## config.mk

```make
export PLATFORM = sky130hd
export DESIGN_NAME = ir_frame_decoder
export DESIGN_NICKNAME = d
export VERILOG_FILES = /design/src/rtl/ir_dec_pkg.sv /design/src/rtl/ir_edge_sync.sv /design/src/rtl/ir_interval_timer.sv /design/src/rtl/ir_frame_capture.sv /design/src/rtl/ir_code_latch.sv /design/src/rtl/ir_frame_decoder.sv
export SDC_FILE = /design/constraint.sdc
export NUM_CORES = 1
export LEC_CHECK = 0
export ABC_AREA = 1
export BUFFER_PORTS_ARGS = -buffer_cell sky130_fd_sc_hd__buf_2
export CORE_MARGIN = 5
export CORE_UTILIZATION = 59
export CTS_CLUSTER_SIZE = 24
export DETAILED_ROUTE_END_ITERATION = 8
export PLACE_DENSITY = 0.89
export SLEW_MARGIN = 20
export SYNTH_ARGS = -nofsm -noshare
export SYNTH_HDL_FRONTEND = slang
export SYNTH_SLANG_ARGS = --single-unit
```

## constraint.sdc

```tcl
create_clock -name clk -period 3 [get_ports clk]
set_input_delay 0.3 -clock clk [delete_from_list [all_inputs] [get_ports clk]]
set_output_delay 0.3 -clock clk [all_outputs]
set_load 0.01 [all_outputs]
```

## src/rtl/ir_dec_pkg.sv

```systemverilog
package ir_dec_pkg;
  localparam int IR_FIELD_W = 8;

  typedef struct packed {
    logic [IR_FIELD_W-1:0] addr;
    logic [IR_FIELD_W-1:0] cmd;
  } ir_code_t;
endpackage

```

## src/rtl/ir_edge_sync.sv

```systemverilog
module ir_edge_sync (
  input  logic clk,
  input  logic rst,
  input  logic line_n,
  output logic fall
);
  logic meta_q, sync_q, prev_q;

  always_ff @(posedge clk) begin
    if (rst) begin
      meta_q <= 1'b1;
      sync_q <= 1'b1;
      prev_q <= 1'b1;
    end else begin
      meta_q <= line_n;
      sync_q <= meta_q;
      prev_q <= sync_q;
    end
  end

  assign fall = prev_q & ~sync_q;


  fall_single_chk: assert property (@(posedge clk) disable iff (rst)
    fall |=> !fall);
endmodule

```

## src/rtl/ir_interval_timer.sv

```systemverilog
module ir_interval_timer #(
  parameter int TICK_DIV = 32,
  parameter int TIMER_W  = 16
) (
  input  logic               clk,
  input  logic               rst,
  input  logic               clear,
  output logic [TIMER_W-1:0] count,
  output logic               wrap
);
  localparam int DIV_W = (TICK_DIV > 1) ? $clog2(TICK_DIV) : 1;

  logic [DIV_W-1:0]   div_q;
  logic [TIMER_W-1:0] count_q;
  logic               tick;

  assign tick  = (div_q == DIV_W'(TICK_DIV - 1));
  assign wrap  = tick && (count_q == '1) && !clear;
  assign count = count_q;

  always_ff @(posedge clk) begin
    if (rst || clear) begin
      div_q   <= '0;
      count_q <= '0;
    end else if (tick) begin
      div_q   <= '0;
      count_q <= count_q + 1'b1;
    end else begin
      div_q   <= div_q + 1'b1;
    end
  end


  restart_chk: assert property (@(posedge clk) disable iff (rst)
    clear |=> count_q == '0);

  wrap_zero_chk: assert property (@(posedge clk) disable iff (rst)
    wrap |=> count_q == '0);
endmodule

```

## src/rtl/ir_frame_capture.sv

```systemverilog
module ir_frame_capture
  import ir_dec_pkg::*;
#(
  parameter int TIMER_W   = 16,
  parameter int EDGES     = 34,
  parameter int ONE_ABOVE = 240,
  parameter int ADDR_POS  = 2,
  parameter int CMD_POS   = 18
) (
  input  logic               clk,
  input  logic               rst,
  input  logic               fall,
  input  logic               wrap,
  input  logic [TIMER_W-1:0] interval,
  output ir_code_t           code,
  output logic               load
);
  localparam int CNT_W = $clog2(EDGES + 1);

  logic [EDGES-1:0] bits_q, bits_nx;
  logic [CNT_W-1:0] cnt_q;
  logic             locked_q, load_q, cur_one, take, last;
  ir_code_t         code_q;

  assign cur_one = interval > TIMER_W'(ONE_ABOVE);
  assign take    = fall && !locked_q;
  assign last    = (cnt_q == CNT_W'(EDGES - 1));

  for (genvar i = 0; i < EDGES; i++) begin : g_slot
    assign bits_nx[i] = (cnt_q == CNT_W'(i)) ? cur_one : bits_q[i];
  end

  always_ff @(posedge clk) begin
    if (rst) begin
      bits_q   <= '0;
      cnt_q    <= '0;
      locked_q <= 1'b0;
      load_q   <= 1'b0;
      code_q   <= '0;
    end else begin
      load_q <= 1'b0;
      if (take) begin
        bits_q <= bits_nx;
        if (last) begin
          cnt_q       <= '0;
          locked_q    <= 1'b1;
          load_q      <= 1'b1;
          code_q.addr <= bits_nx[ADDR_POS +: IR_FIELD_W];
          code_q.cmd  <= bits_nx[CMD_POS +: IR_FIELD_W];
        end else begin
          cnt_q <= cnt_q + 1'b1;
        end
      end else if (wrap) begin
        cnt_q    <= '0;
        locked_q <= 1'b0;
      end
    end
  end

  assign code = code_q;
  assign load = load_q;


  count_range_chk: assert property (@(posedge clk) disable iff (rst)
    cnt_q < CNT_W'(EDGES));

  lock_idle_chk: assert property (@(posedge clk) disable iff (rst)
    locked_q |-> cnt_q == '0);

  lock_hold_chk: assert property (@(posedge clk) disable iff (rst)
    locked_q && !wrap |=> locked_q && $stable(code_q));

  wrap_release_chk: assert property (@(posedge clk) disable iff (rst)
    wrap && !fall |=> !locked_q && cnt_q == '0);

  load_pulse_chk: assert property (@(posedge clk) disable iff (rst)
    load_q |=> !load_q);
endmodule

```

## src/rtl/ir_code_latch.sv

```systemverilog
module ir_code_latch
  import ir_dec_pkg::*;
(
  input  logic     clk,
  input  logic     rst,
  input  logic     load,
  input  ir_code_t code,
  output ir_code_t shown,
  output logic     strobe
);
  ir_code_t shown_q;
  logic     strobe_q;

  always_ff @(posedge clk) begin
    if (rst) begin
      shown_q  <= '0;
      strobe_q <= 1'b0;
    end else begin
      strobe_q <= 1'b0;
      if (load && (code != shown_q)) begin
        shown_q  <= code;
        strobe_q <= 1'b1;
      end
    end
  end

  assign shown  = shown_q;
  assign strobe = strobe_q;


  strobe_pulse_chk: assert property (@(posedge clk) disable iff (rst)
    strobe_q |=> !strobe_q);

  shown_moves_chk: assert property (@(posedge clk) disable iff (rst)
    (shown_q != $past(shown_q)) |-> strobe_q);

  strobe_change_chk: assert property (@(posedge clk) disable iff (rst)
    strobe_q |-> (shown_q != $past(shown_q)));
endmodule

```

## src/rtl/ir_frame_decoder.sv

```systemverilog
module ir_frame_decoder
  import ir_dec_pkg::*;
#(
  parameter int TICK_DIV  = 32,
  parameter int TIMER_W   = 16,
  parameter int EDGES     = 34,
  parameter int ONE_ABOVE = 240,
  parameter int ADDR_POS  = 2,
  parameter int CMD_POS   = 18
) (
  input  logic                    clk,
  input  logic                    rst,
  input  logic                    ir_rx_n,
  output logic [IR_FIELD_W-1:0]   addr_o,
  output logic [IR_FIELD_W-1:0]   cmd_o,
  output logic                    new_code_o,
  output logic [2*IR_FIELD_W-1:0] shown_code_o
);
  logic               fall, wrap, load;
  logic [TIMER_W-1:0] interval;
  ir_code_t           code, shown;

  ir_edge_sync u_sync (
    .clk(clk), .rst(rst), .line_n(ir_rx_n), .fall(fall)
  );

  ir_interval_timer #(.TICK_DIV(TICK_DIV), .TIMER_W(TIMER_W)) u_timer (
    .clk(clk), .rst(rst), .clear(fall), .count(interval), .wrap(wrap)
  );

  ir_frame_capture #(
    .TIMER_W(TIMER_W), .EDGES(EDGES), .ONE_ABOVE(ONE_ABOVE),
    .ADDR_POS(ADDR_POS), .CMD_POS(CMD_POS)
  ) u_cap (
    .clk(clk), .rst(rst), .fall(fall), .wrap(wrap), .interval(interval),
    .code(code), .load(load)
  );

  ir_code_latch u_latch (
    .clk(clk), .rst(rst), .load(load), .code(code),
    .shown(shown), .strobe(new_code_o)
  );

  assign addr_o       = code.addr;
  assign cmd_o        = code.cmd;
  assign shown_code_o = shown;
endmodule

```

After elaboration in Yosys (flattened, before gate mapping):

Index checks and enable logic that the tools add are counted.

* memories kept: 0
* flip-flop bits (word level): 81
* latch bits: 0
* output and inout port bits: 33
* logic and storage cells: 78
* bits in writable memories: 0
* bits of input ports: 3
* ROM bits: 0

* bitwise operators: 3
* div/mod/pow operators: 0
* $add $sub $neg: 3
* reductions and logical operators: 12
* magnitude comparators: 1
* muxes and demuxes: 24
* multipliers: 0
* shifts and indexed selects: 0
* equality and inequality tests: 21

Operators with widths (count)
* 6-bit by 5-bit equality test with 1-bit output, second input constant: 8
* 6-bit by 3-bit equality test with 1-bit output, second input constant: 4
* 1-bit two-way mux: 21
* 6-bit two-way mux: 3
* 16-bit by 1-bit adder with 16-bit output, second input constant: 1
* 16-bit equality test, second input constant: 1
* 16-bit by 8-bit greater-than comparator with 1-bit output, second input constant: 1
* 16-bit inequality test: 1
* 6-bit by 2-bit equality test with 1-bit output, second input constant: 2
* 6-bit by 4-bit equality test with 1-bit output, second input constant: 2
* 6-bit by 1-bit adder with 6-bit output, second input constant: 1
* 6-bit equality test, second input constant: 1
* 5-bit by 1-bit adder with 5-bit output, second input constant: 1
* 5-bit equality test, second input constant: 1
* 1-bit logical AND: 4
* 2-bit AND reduction: 2
* 2-bit OR reduction: 2
* 1-bit logical NOT: 2
* 2-bit inequality test, second input constant: 1
* 1-bit inverter: 2
* 2-bit nonzero test: 1
* 1-bit AND: 1
* 1-bit logical OR: 1

Longest topological paths before layout:

* depth after elaboration: 6
* depth in mapped cells: 11
* gate-level depth less buffers: 11

By module:

From an unflattened synthesis, not the netlist that was laid out.

* cells, all modules: 644
* area total of the unflattened synthesis: 4360.4 um^2

By module, submodules not included
* ir_frame_capture: times used 1, cells an instance 298, area an instance 2135.8 um^2, seq. area each 800.8 um^2
* ir_code_latch: times used 1, cells an instance 187, area an instance 1116.1 um^2, seq. area each 340.3 um^2
* ir_interval_timer: times used 1, cells an instance 147, area an instance 1014.7 um^2, seq. area each 420.4 um^2
* ir_edge_sync: times used 1, cells an instance 12, area an instance 93.8 um^2, seq. area each 60.1 um^2

Least setup slack after synthesis:

No wires, ideal clock.

* path kind: register to register
* from: register u_timer.div_q[0]
* to: register u_timer.count_q[7] (netlist: u_timer.count[7])
* path buffers: 0
* library setup time: 0.122 ns
* slack: 1.303 ns
* stages on the path, launching flop included: 12
* data arrival time: 1.575 ns
* clock period less this slack: 1.697 ns
* required time: 2.878 ns
* cells stage by stage: dfxtp_1 > ha_1 > nand2_1 > nor2_1 > ha_1 > inv_2 > nor2_1 > nand2_1 > nor2_1 > inv_1 > o21ai_0 > a21oi_1

* longest elaborated chain between the ends: 1

RTL lines
* start, declared: RTL line ir_interval_timer.sv:13 `logic [DIV_W-1:0] div_q;`
* start signal, assigned: RTL line ir_interval_timer.sv:29 `div_q <= div_q + 1'b1;`
* 5-bit equality test: RTL line ir_interval_timer.sv:17 `assign tick = (div_q == DIV_W'(TICK_DIV - 1));`
* end signal, assigned: RTL line ir_interval_timer.sv:27 `count_q <= count_q + 1'b1;`
* end, declared: RTL line ir_interval_timer.sv:14 `logic [TIMER_W-1:0] count_q;`

No other way between the ends.
A chain may end at the register's enable or synchronous reset.

Final worst setup path:

* from: register u_sync.sync_q
* to: register u_cap.code_q, in the netlist u_cap.code[6]

* longest elaborated chain between the ends: 4

RTL lines
* start, declared: RTL line ir_edge_sync.sv:7 `logic meta_q, sync_q, prev_q;`
* start signal, assigned: RTL line ir_edge_sync.sv:16 `sync_q <= meta_q;`
* 1-bit inverter: RTL line ir_edge_sync.sv:21 `assign fall = prev_q & ~sync_q;`
* 1-bit AND: RTL line ir_edge_sync.sv:21
* 1-bit logical AND: RTL line ir_frame_capture.sv:26 `assign take = fall && !locked_q;`
* 2-bit AND reduction (no line)
* end, declared: RTL line ir_frame_capture.sv:23 `ir_code_t code_q;`

No other way between the ends.

==> metrics.md <==
| Metric | Value |
|---|---|
| Worst reg2reg startpoint | `u_sync.sync_q` |
| Unrepaired setup endpoints after global routing | `false` |
| # nets final | `592` |
| Max stage delay cell, worst path | `nor2_4` |
| Global route total overflow | `0` |
| Worst R2R Path Depth | `8` |
| Initial DRC count | `243` |
| Post-synth EDFFs | `0` |
| Worst Tran Pin Value | `653 ps` |
| Global placer's final weighted congestion | `0.882` |
| Share of post-route cells with drive strength above 1 | `15.9%` |
| Critical Path Sink | `u_cap.code[6]` |
| Crit path required time | `3290 ps` |
| Via count | `3655` |
| CP endpoint kind | `register` |
| CP arrival | `2270 ps` |
| Fin crit period | `1980 ps` |
| Vias in the first global route | `3320` |
| Hold WS | `128 ps` |
| Critical path, cell by cell | `inv_1, nand2_2, nor2_4, buf_4, inv_2, nor2_4, o21ai_0, a21oi_1` |
| Final Hold Viols | `0` |
| Crit path max fanout | `36` |
| Root Driver | `clkbuf_8` |
| Delay of the slowest critical-path stage | `540 ps` |
| Seq/Total Area, Yosys | `40.8%` |
| Max clock buf depth | `2` |
| Synth cell types | `35` |
| CTS buffer count | `9` |
| Synth Flop Type | `dfxtp_1` |
| CTS clk-pin slew, worst paths | `80 ps` |
| Final core utilization | `65.5%` |
| Power density cells | `488 nW/um2` |
| Residual DRC | `0` |
| Path category of the worst min-delay check | `input pin to register` |
| Max_cap viols | `0` |
| Area grow syn2layout | `10.1%` |
| Final TNS setup | `0 ps` |
| Hold Path Depth | `2` |
| Total wire length | `8710 um` |
| Post-synthesis cell count | `553` |
| I/O Pins | `36` |
| Syn Nets | `564` |
| Outcome | `completed` |
| Total GRT Usage | `20.7%` |
| Row cnt | `30` |
| Worst vdd ir | `0.292 mV` |
| # H-tree levels | `3` |
| DP Wirelength | `5990 um` |
| Avg Cell Area, Syn | `7.18 um2` |
| Yosys warns | `0` |
| Post-CTS Resized | `0` |
| Non-filler cells, final | `666` |
| Clock sinks | `81` |
| Reg-to-reg endpoint | `u_cap.code[6]` |
| Diodes inserted | `0` |
| Slew margin rel. | `56.3%` |
| Fin. max-slew vios | `0` |
| Clk_lat worst skew | `360 ps` |
| Final instance area | `4370 um2` |
| CP Class | `register to register` |
| Fin crit share | `66.1%` |
| Chip Width | `92.0 um` |
| Largest net degree at the start of global routing | `53` |
| Synth area leader | `dfxtp_1` |
| Wire length per cell | `13.1 um` |
| First-pass GRT wire length | `14300 um` |
| Most frequent cell on the critical path | `nor2_4` |
| Post-synth ARST share | `0%` |
| R2r setup slk | `1020 ps` |
| Cell total after placement | `650` |
| Source of the critical timing path | `u_sync.sync_q` |
| Initial antenna violation count | `0` |
| Vias per cell | `5.49` |
| FMAX | `504 MHz` |
| TritonCTS clock tree | `done` |
| Port bufs | `35` |
| Core Box Area | `6680 um2` |
| Hold-fix buffers, CTS | `0` |
| Drt pass-1 iters | `5` |
| Setup crit start kind | `register` |
| Synth area leaders | `dfxtp_1, nand2_1, a21oi_1` |
| ANT nets after route | `0` |
| Initial core utilization | `59.4%` |
| Top-area cell type share of the netlist area | `40.8%` |
| FF+latch count, synth | `81` |
| Die height | `92.0 um` |
| Post-CTS setup buffers | `0` |
| Lkg Pwr | `1.82 nW` |
| Post-synth design cell area | `3970 um2` |
| Post-DP Area | `4130 um2` |
| Worst Skew | `12.5 ps` |
| Final setup viols | `0` |
| Die Area | `8470 um2` |
[critical path, delay by kind of cell (launching register included)]
kind,cells,cell delay (ps)
flops,1,300
buf+inv,3,520
simple gates,3,680
compound gates,2,390
[worst min-delay path by stage]
stage,from,endpoint
floorplan,u_sync.meta_q,u_sync.sync_q
global placement,u_sync.meta_q,u_sync.sync_q
CTS,ir_rx_n,u_sync.meta_q
detailed placement,u_sync.meta_q,u_sync.sync_q
finish,ir_rx_n,u_sync.meta_q
global route,ir_rx_n,u_sync.meta_q
[synthesized netlist by cell type, types with 2 or more instances]
cell type / number
buf_6: 6
o21ai_2: 3
nor3_1: 8
a21oi_2: 6
nand4_1: 5
nor2_4: 4
o21ai_1: 8
nand3_1: 45
nor3_2: 3
clkbuf_1: 7
nand3_2: 7
or2_2: 2
mux2i_1: 5
a21oi_1: 62
nand2_2: 3
ha_1: 8
nor2_2: 3
nor2_1: 62
nand2_1: 101
inv_2: 6
inv_1: 60
buf_4: 2
dfxtp_1: 81
o21ai_0: 41
buf_2: 5
[placed cells by master, fill, tap and decap left out, drive strengths merged]
cell / n
nand2: 104
nor3: 11
nor2: 69
a21oi: 68
and2: 1
clkinv: 1
buf: 39
o211a: 1
o21bai: 1
nand4: 6
inv: 67
dfxtp: 81
o211ai: 1
clkbuf: 13
bufinv: 2
nand3: 52
o21ai: 52
xor2: 1
ha: 8
nor3b: 1
mux2i: 5
or2: 2
[sequential cells by signal (all words and copies together) (netlist names), 5 cells and up]
register and flops:
u_timer.count 16, u_timer.div_q 5, u_cap.code 16, u_latch.shown 16
u_cap.cnt_q 6, u_cap.bits_q 16
[area by class of cell]
type                    instances  area, um2
clock inverters                 3       68.8
clock buffers                  13        179
repair buffers                 39        205
well taps                      80        100
multi-input cells             383       1950
inverters                      67        251
flip-flops and latches         81       1620
fillers                       548       2310
[report_power, final]
group | internal, mW | switching, mW | total (mW)
logic | 0.0240 | 0.0498 | 0.0738
registers | 1.09 | 0.00899 | 1.10
clock network | 0.563 | 0.398 | 0.961
total | 1.68 | 0.457 | 2.13
[through the flow]
step           power, mW  setup slack, ps
3_3_place_gp        1.19             1180
2_1_floorplan       1.18             1300
6_report            2.13             1020
5_1_grt             2.20              785
4_1_cts             2.14             1020
3_5_place_dp        1.20             1060
[layer usage]
metal	wire length (um)	part of all wire, %	track usage [%]
met1	3560	41	23.5
met3	512	5.9	5.00
met5	0	0	0
met2	4540	52	36.3
met4	97	1.1	10.0
[kinds of logic after synthesis]
logic type	after synthesis	share of synthesized area, %
buffers and inverters	89	10.1
adder cells (fa/ha/maj)	8	2.52
flip-flops	81	40.8
multiplexers	5	1.26
XOR/XNOR	1	0.221
AND/OR/NAND/NOR	246	28.5
AO/OA/AOI/OAI	123	16.6
Power figures use the tool's default switching activity.
